## config.mk

```make
export PLATFORM = sky130hd
export DESIGN_NAME = uart_relay
export DESIGN_NICKNAME = d
export VERILOG_FILES = /design/src/rtl/uart_relay.sv
export SDC_FILE = /design/constraint.sdc
export NUM_CORES = 1
export LEC_CHECK = 0
export CAP_MARGIN = 40
export CORE_ASPECT_RATIO = 0.5
export CORE_MARGIN = 2
export CORE_UTILIZATION = 56
export DETAILED_ROUTE_END_ITERATION = 16
export PLACE_DENSITY = 0.75
export SLEW_MARGIN = 40
export SYNTH_ARGS = -nofsm -noshare
export SYNTH_HDL_FRONTEND = slang
export SYNTH_SLANG_ARGS = --single-unit
```

## constraint.sdc

```tcl
create_clock -name clk -period 2.7 [get_ports clk]
set_input_delay 0.675 -clock clk [delete_from_list [all_inputs] [get_ports clk]]
set_output_delay 0.675 -clock clk [all_outputs]
set_load 0.03 [all_outputs]
```

## src/rtl/uart_relay.sv

```systemverilog
module uart_relay #(
  parameter int CLK_DIV = 144,
  parameter int OVS     = 3,
  parameter int DEPTH   = 16,
  localparam int LW     = $clog2(DEPTH + 1)
) (
  input  logic          clk,
  input  logic          rst_n,
  input  logic          rx_line,
  output logic          tx_line,
  output logic [LW-1:0] fifo_level,
  output logic          overflow,
  output logic          frame_err
);

  localparam int DW  = (CLK_DIV > 1) ? $clog2(CLK_DIV) : 1;
  localparam int PW  = (OVS > 1) ? $clog2(OVS) : 1;
  localparam int AW  = (DEPTH > 1) ? $clog2(DEPTH) : 1;
  localparam int MID = OVS / 2;

  logic [DW-1:0] div_cnt;
  logic          tick;

  assign tick = (div_cnt == DW'(CLK_DIV - 1));

  always_ff @(posedge clk or negedge rst_n)
    if (!rst_n)    div_cnt <= '0;
    else if (tick) div_cnt <= '0;
    else           div_cnt <= div_cnt + DW'(1);

  logic [1:0] rx_sync;
  logic       rx_s, rx_prev;

  assign rx_s = rx_sync[1];

  always_ff @(posedge clk or negedge rst_n)
    if (!rst_n) rx_sync <= 2'b11;
    else        rx_sync <= {rx_sync[0], rx_line};

  logic          rx_act;
  logic [PW-1:0] rx_ph;
  logic [3:0]    rx_idx;
  logic [7:0]    rx_sh;
  logic          rx_mid, rx_done;

  assign rx_mid  = tick && rx_act && (rx_ph == PW'(MID - 1));
  assign rx_done = rx_mid && (rx_idx == 4'd9) && rx_s;

  always_ff @(posedge clk or negedge rst_n)
    if (!rst_n) begin
      rx_prev   <= 1'b1;
      rx_act    <= 1'b0;
      rx_ph     <= '0;
      rx_idx    <= '0;
      rx_sh     <= '0;
      frame_err <= 1'b0;
    end else begin
      frame_err <= 1'b0;
      if (tick) begin
        rx_prev <= rx_s;
        if (!rx_act) begin
          if (rx_prev && !rx_s) begin
            rx_act <= 1'b1;
            rx_ph  <= '0;
            rx_idx <= '0;
          end
        end else begin
          rx_ph <= (rx_ph == PW'(OVS - 1)) ? '0 : rx_ph + PW'(1);
          if (rx_ph == PW'(MID - 1)) begin
            if (rx_idx == 4'd0) begin
              if (rx_s) rx_act <= 1'b0;
              else      rx_idx <= 4'd1;
            end else if (rx_idx == 4'd9) begin
              rx_act    <= 1'b0;
              frame_err <= !rx_s;
            end else begin
              rx_sh  <= {rx_s, rx_sh[7:1]};
              rx_idx <= rx_idx + 4'd1;
            end
          end
        end
      end
    end

  logic          tx_act;
  logic [PW-1:0] tx_ph;
  logic [3:0]    tx_idx;
  logic [8:0]    tx_sh;
  logic          tx_end, avail, pop, direct, push, wr_ok, drop;
  logic          fifo_empty, fifo_full;
  logic [7:0]    mem [DEPTH];
  logic [AW-1:0] wr_ptr, rd_ptr;
  logic [7:0]    tx_byte;

  assign fifo_empty = (fifo_level == '0);
  assign fifo_full  = (fifo_level == LW'(DEPTH));
  assign tx_end     = tx_act && (tx_idx == 4'd9) && (tx_ph == PW'(OVS - 1));
  assign avail      = tick && (!tx_act || tx_end);
  assign pop        = avail && !fifo_empty;
  assign direct     = avail && fifo_empty && rx_done;
  assign push       = rx_done && !direct;
  assign wr_ok      = push && (!fifo_full || pop);
  assign drop       = push && fifo_full && !pop;
  assign tx_byte    = pop ? mem[rd_ptr] : rx_sh;

  always_ff @(posedge clk)
    if (wr_ok) mem[wr_ptr] <= rx_sh;

  always_ff @(posedge clk or negedge rst_n)
    if (!rst_n) begin
      wr_ptr     <= '0;
      rd_ptr     <= '0;
      fifo_level <= '0;
      overflow   <= 1'b0;
    end else begin
      if (wr_ok) wr_ptr <= (wr_ptr == AW'(DEPTH - 1)) ? '0 : wr_ptr + AW'(1);
      if (pop)   rd_ptr <= (rd_ptr == AW'(DEPTH - 1)) ? '0 : rd_ptr + AW'(1);
      if (wr_ok && !pop)      fifo_level <= fifo_level + LW'(1);
      else if (pop && !wr_ok) fifo_level <= fifo_level - LW'(1);
      if (drop) overflow <= 1'b1;
    end

  always_ff @(posedge clk or negedge rst_n)
    if (!rst_n) begin
      tx_act  <= 1'b0;
      tx_ph   <= '0;
      tx_idx  <= '0;
      tx_sh   <= '1;
      tx_line <= 1'b1;
    end else if (tick) begin
      if (pop || direct) begin
        tx_act  <= 1'b1;
        tx_ph   <= '0;
        tx_idx  <= '0;
        tx_sh   <= {1'b1, tx_byte};
        tx_line <= 1'b0;
      end else if (avail) begin
        tx_act <= 1'b0;
      end else if (tx_act) begin
        tx_ph <= (tx_ph == PW'(OVS - 1)) ? '0 : tx_ph + PW'(1);
        if (tx_ph == PW'(OVS - 1)) begin
          tx_idx  <= tx_idx + 4'd1;
          tx_line <= tx_sh[0];
          tx_sh   <= {1'b1, tx_sh[8:1]};
        end
      end
    end

endmodule

```

==> results of run 1 <==
## metrics by stage
step / utilization (%) / setup TNS (ns) / area, um2
4_1_cts: 66.4 / 0 / 9080
6_report: 67.1 / 0 / 9170
5_1_grt: 67.1 / -0.137 / 9170
2_1_floorplan: - / -0.0221 / 7990
3_3_place_gp: 61.7 / 0 / 8430
3_5_place_dp: 61.7 / -0.00503 / 8430
## worst max-delay path, cell delays in order, from the launching register on
cell	delay [ns]
dfrtp_1	0.41
nor4b_4	0.36
and2b_2	0.25
nand2b_4	0.09
xnor2_4	0.15
o21a_4	0.21
ha_4	0.18
fa_2	0.37
inv_2	0.05
a21o_1	0.11
a21oi_2	0.06
xnor2_1	0.15
nor2_1	0.07
xnor2_1	0.12
## cell usage after synthesis, drive strengths merged (2+ instances only)
cell	number	area [um2]
or4	2	15.0
a221oi	15	131
mux4	24	541
o22ai	7	43.8
nand3b	3	22.5
a31oi	2	12.5
o2111ai	2	17.5
clkbuf	8	30.0
nand4	4	25.0
o21a	2	16.3
nor2b	5	31.3
nor4bb	2	20.0
buf	14	85.1
edfxtp	128	3840
mux2i	21	210
a21oi	10	50.1
ha	15	188
nor4b	3	56.3
nand2	29	109
o21ai	15	75.1
nor2	34	135
a22o	3	26.3
inv	13	48.8
nand2b	3	21.3
and3	5	31.3
dfrtp	45	1130
nor3	5	25.0
and4	4	35.0
and4bb	2	25.0
a211oi	2	20.0
mux2	18	203
and4b	4	40.0
a21o	5	37.5
dfstp	12	315
xnor2	8	77.6
nand3	8	40.0
xor2	7	61.3
clkinv	2	7.51
## where the power goes
part	leakage [nW]	switching [mW]	internal, mW
logic	1.09	0.0178	0.00523
registers	1.61	0.00159	3.01
clock network	0.304	1.17	1.42
## what timing repair did
action,in CTS,in global routing
setup endpoints to repair,1,2
pin swaps,2,10
gates resized for setup,0,9
setup buffers,3,8
## area by class of cell
cell class / instances / area (um2)
clock buffer: 17 / 425
clock inverter: 15 / 198
fill: 916 / 4500
inverter: 15 / 58.8
multi-input combinational: 282 / 2560
sequential: 185 / 5290
tap: 192 / 240
timing repair buffer: 47 / 398
## placed cells by master (no fill, tap or decap), types with 5 or more instances in the layout
cell type,netlist,layout
edfxtp_1,128,128
dfrtp_1,45,42
buf_4,5,35
nor2_1,33,31
nand2_1,29,29
mux4_2,24,24
mux2i_1,21,21
clkbuf_16,0,17
mux2_2,16,16
a221oi_1,15,15
o21ai_0,14,14
dfstp_2,12,12
ha_1,15,11
inv_1,13,10
a21oi_1,10,9
clkdlybuf4s50_1,0,9
xor2_1,7,7
nand3_1,8,7
xnor2_1,7,7
o22ai_1,7,7
inv_8,0,7
a21o_1,5,5
nor2b_1,5,5
and3_1,5,5
## logic make-up after synthesis
kind of cell	count (synthesis)	synth area share [%]
buffers and inverters	37	2.16
adder cells (fa/ha/maj)	16	2.62
AND/OR/NAND/NOR	118	8.44
AO/OA/AOI/OAI	70	6.26
XOR/XNOR	15	1.75
multiplexers	63	12.0
flip-flops	185	66.7
## sequential cells by signal (all words and copies together) (netlist names), 2 cells and up
| name | cells |
|---|---|
| div_cnt | 8 |
| fifo_level | 5 |
| mem | 128 |
| rd_ptr | 4 |
| rx_idx | 4 |
| rx_ph | 2 |
| rx_sh | 8 |
| rx_sync | 2 |
| tx_idx | 4 |
| tx_ph | 2 |
| tx_sh | 8 |
| wr_ptr | 4 |
## path summary, 6_finish.rpt
kind | startpoint | end | slack (ns) | cells past startpoint
hold / removal | rst_n | div_cnt[5]$_DFF_PN0_ | 0.23 | 1
setup / recovery | div_cnt[4]$_DFF_PN0_ | fifo_level[4]$_DFFE_PN0P_ | 0.008 | 13
max in group asynchronous | rst_n | tx_sh[0]$_DFFE_PN1P_ | 1.82 | 2
setup reg to reg | div_cnt[4]$_DFF_PN0_ | fifo_level[4]$_DFFE_PN0P_ | 0.008 | 13
min in group clk | rx_sync[0]$_DFF_PN1_ | rx_sync[1]$_DFF_PN1_ | 0.37 | 0
hold reg to reg | rx_sync[0]$_DFF_PN1_ | rx_sync[1]$_DFF_PN1_ | 0.37 | 0
## metal layers
| metal | wire length [um] | GRT usage [%] |
|---|---|---|
| met1 | 6500 | 30.8 |
| met2 | 7680 | 36.3 |
| met3 | 1420 | 6.19 |
| met4 | 208 | 7.03 |
| met5 | 0 | 0 |
==> flow_metrics.tcl, run 1 <==
set metrics [dict create \
    core_um2 13700 \
    die_y_um 88.1 \
    grt_antenna_before_repair 0 \
    worstMarginPinSlew_ns 0.757 \
    n_antenna_cell 0 \
    die_w_um 172 \
    num_vias 4532 \
    gp_congestion 0.763 \
    clkLatencyLatePin_ns 0.43 \
    start_kind "flop" \
    finalNonFillerCells 753 \
    crit_type "reg -> reg" \
    grt_pass1_vias 4383 \
    path_clk_slew_ns 0.07 \
    synth_enable_flop_cells 128 \
    grt_pass1_wl_um 24600 \
    status "completed" \
    ant_nets 0 \
    gr-total-overflow 0 \
    leakage_nw 3.01 \
    syn_inst 504 \
    rsz0062_at_grt "true" \
    relSlewSlack_pct 49.5 \
    final_hold_viol_count 0 \
    cts_buffer_depth 2 \
    finalSetupViolCount 0 \
    irDropWorstVdd_mv 0.450 \
    pre_cts_ws_ns -0.00503 \
    syn_area_um2 7920 \
    period_needed_ns 2.69 \
    drtPass1Iterations 5 \
    grt_max_degree 48 \
    totalWireLength_um 15800 \
    min_path_type "in -> async" \
    grt_use_total_pct 22.6 \
    cts_tree "done" \
    drive_gt1_share_pct 27.5 \
    end_kind "flop" \
    worst_slack_ns 0.00754 \
    port_buffers 10 \
    rows 30 \
    required_ns 3.01 \
    yosysWarnings 0 \
    crit_arrival_ns 3.00 \
    cts_made_buffers 17 \
    viasPerCell 6.02 \
    ys_ff_latch 185 \
    drt_iter0_markers 438 \
    holdWs_ns 0.228 \
    finClkSkew_ns 0.00871 \
    synthToLayoutAreaGrowth_pct 15.8 \
    die_area_um2 15200 \
    wl_per_cell_um 21.0 \
    max_cap_viol_count 0 \
    placed_cells 710 \
    drv_slew 0 \
    root_buffer "clkbuf_16" \
    fin_crit_sh_pct 99.7 \
    async_flop_share_pct 30.8 \
    start_util_pct 58.0 \
    post_synth.cell_area_avg_um2 15.7 \
    total_power_mw 5.62 \
    htree_levels 4 \
    postCtsHoldBufs 0 \
    seq_area_frac_synth_pct 66.7 \
    synthFlopType "edfxtp_1" \
    synth_cell_type_count 62 \
    powerDensity_nw_per_um2 613 \
    dp_hpwl_um 9960 \
    cp_max_fo 3 \
    synth_nets 523 \
    drc 0 \
    ios 11 \
    numClockSinks 185 \
    fmax_mhz 371 \
    nNetsFinal 567 \
]
Note: power is estimated with default switching activity, not from simulation.
==> run 2, diff against run 1 <==
CORE_MARGIN = default   (was 2)
==> run 2 against run 1 <==
Register-to-register slack better by 0.03 ns. First-iteration DRC count shrank 15%. Sequential share of layout area shrank 0.26 points. Highest routed layer unchanged. Via count up 2.0%. Clock power down 5%. Wire length grew 5.2%. Critical path depth rose by 2. Cell count grew 1.5%. Sequential cell count is the same. Core utilization up 0.30 points.
==> flow_metrics.tcl, run 2 (synthesized netlist as in run 1, its figures left out) <==
set metrics [dict create \
    status "completed" \
    die_area_um2 14700 \
    cts_buffer_depth 2 \
    largest_register_ffs 128 \
    postCtsHoldBufs 0 \
    synthToLayoutAreaGrowth_pct 16.3 \
    numClockSinks 185 \
    min_path_type "in -> async" \
    final_hold_viol_count 0 \
    irDropWorstVdd_mv 0.473 \
    gr-total-overflow 0 \
    grt_pass1_wl_um 25400 \
    path_clk_slew_ns 0.07 \
    drc 0 \
    worstMarginPinSlew_ns 0.781 \
    max_cap_viol_count 0 \
    htree_levels 4 \
    drive_gt1_share_pct 28.5 \
    drt_iter0_markers 373 \
    period_needed_ns 2.66 \
    end_kind "flop" \
    layout_commonest_cell "edfxtp_1" \
    rsz0062_at_grt "true" \
    finalInstanceArea_um2 9210 \
    required_ns 3.01 \
    port_buffers 10 \
    root_buffer "clkbuf_16" \
    dpl_cell_area_um2 8500 \
    gp_congestion 0.799 \
    powerDensity_nw_per_um2 597 \
    cts_tree "done" \
    viasPerCell 6.05 \
    die_y_um 86.1 \
    finalSetupViolCount 0 \
    core_um2 13700 \
    cts_made_buffers 17 \
    crit_type "reg -> reg" \
    fin_crit_sh_pct 98.7 \
    grt_pass1_vias 4496 \
    final_util_pct 67.4 \
    rows 30 \
    finalNonFillerCells 764 \
    num_vias 4624 \
    grt_max_degree 28 \
    start_util_pct 58.0 \
    largest_register "mem" \
    fmax_mhz 375 \
    crit_arrival_ns 2.97 \
    n_antenna_cell 0 \
    drv_slew 0 \
    grt_use_total_pct 24.3 \
    finClkSkew_ns 0.0127 \
    grt_antenna_before_repair 0 \
    clkLatencyLatePin_ns 0.42 \
    drtPass1Iterations 5 \
    cp_max_fo 4 \
    ios 11 \
    start_kind "flop" \
    dp_hpwl_um 10700 \
    ant_nets 0 \
    nNetsFinal 578 \
    relSlewSlack_pct 47.8 \
    die_w_um 170 \
    placed_cells 721 \
    wl_per_cell_um 21.8 \
    final_cell_mix "edfxtp_1, buf_4, dfrtp_1, nor2_1, nand2_1" \
    totalWireLength_um 16600 \
    leakage_nw 3.06 \
]
==> run 2: cell types whose count changed in the layout (fill, tap and decap cells not counted), moves of 2 or more <==
cell | before | now
buf_4 | 35 | 47
clkinv_1 | 1 | 3
inv_6 | 2 | 5
inv_8 | 7 | 3
==> run 2: cell type report <==
cell class / count / area (um2)
clock inverters: 14 / 159
repair buffers: 58 / 468
fillers: 922 / 4450
flip-flops and latches: 185 / 5290
inverters: 15 / 58.8
multi-input cells: 282 / 2560
well taps: 192 / 240
clock buffers: 18 / 429
==> run 2: path summary, 6_finish.rpt <==
check                                 startpoint                   endpoint  slack (ns)  cells after the start
setup / recovery           tx_idx[1]$_DFFE_PN0P_  fifo_level[4]$_DFFE_PN0P_        0.04                     15
hold / removal                             rst_n  fifo_level[3]$_DFFE_PN0P_        0.09                      1
setup reg to reg           tx_idx[1]$_DFFE_PN0P_  fifo_level[4]$_DFFE_PN0P_        0.04                     15
hold reg to reg             rx_sync[0]$_DFF_PN1_       rx_sync[1]$_DFF_PN1_        0.36                      0
max in group asynchronous                  rst_n       tx_sh[7]$_DFFE_PN1P_        1.97                      2
min in group clk            rx_sync[0]$_DFF_PN1_       rx_sync[1]$_DFF_PN1_        0.36                      0
==> run 2: worst max-delay path, cell delays in order, from the launching register on <==
cell and delay [ns]:
dfrtp_1 0.38, inv_1 0.06, ha_1 0.14, nand3b_1 0.10, o21a_2 0.24, nand2b_4 0.17, xnor2_4 0.13, o21a_4 0.21
ha_4 0.18, fa_2 0.37, inv_2 0.05, a21o_1 0.12, a21oi_2 0.05, xnor2_1 0.16, nor2_1 0.07, xnor2_1 0.12
==> run 2: layer usage <==
layer	up-vias	share of wire, %	global-route usage, %
met4	0	1.8	8.44
met1	2358	41	33.6
met3	24	8.0	5.21
li1	2060	-	-
met2	182	49	38.9
met5	-	0	0
==> run 2: timing repair <==
action                     4_1_cts  5_1_grt
setup buffers                    2        9
pin swaps                        1       10
setup endpoints to repair        2        2
gates resized for setup          2        9
==> run 2: metrics by stage <==
stage / hold WS [ns] / worst slack (ns) / setup TNS, ns / total power [mW]
after floorplan: 0.345 / -0.0221 / -0.0221 / 3.07
after CTS: 0.0847 / 0.0213 / 0 / 5.53
after global routing: 0.105 / -0.105 / -0.180 / 5.65
final: 0.0868 / 0.0360 / 0 / 5.49
after detailed placement: 0.348 / -0.0269 / -0.0269 / 3.09
after global placement: 0.351 / 0.0950 / 0 / 3.09
==> run 2: power breakdown <==
| group | switching (mW) | leakage (nW) | internal, mW |
|---|---|---|---|
| Clock | 1.07 | 0.291 | 1.39 |
| Combinational | 0.0168 | 1.16 | 0.00420 |
| Sequential | 0.00187 | 1.61 | 3.01 |
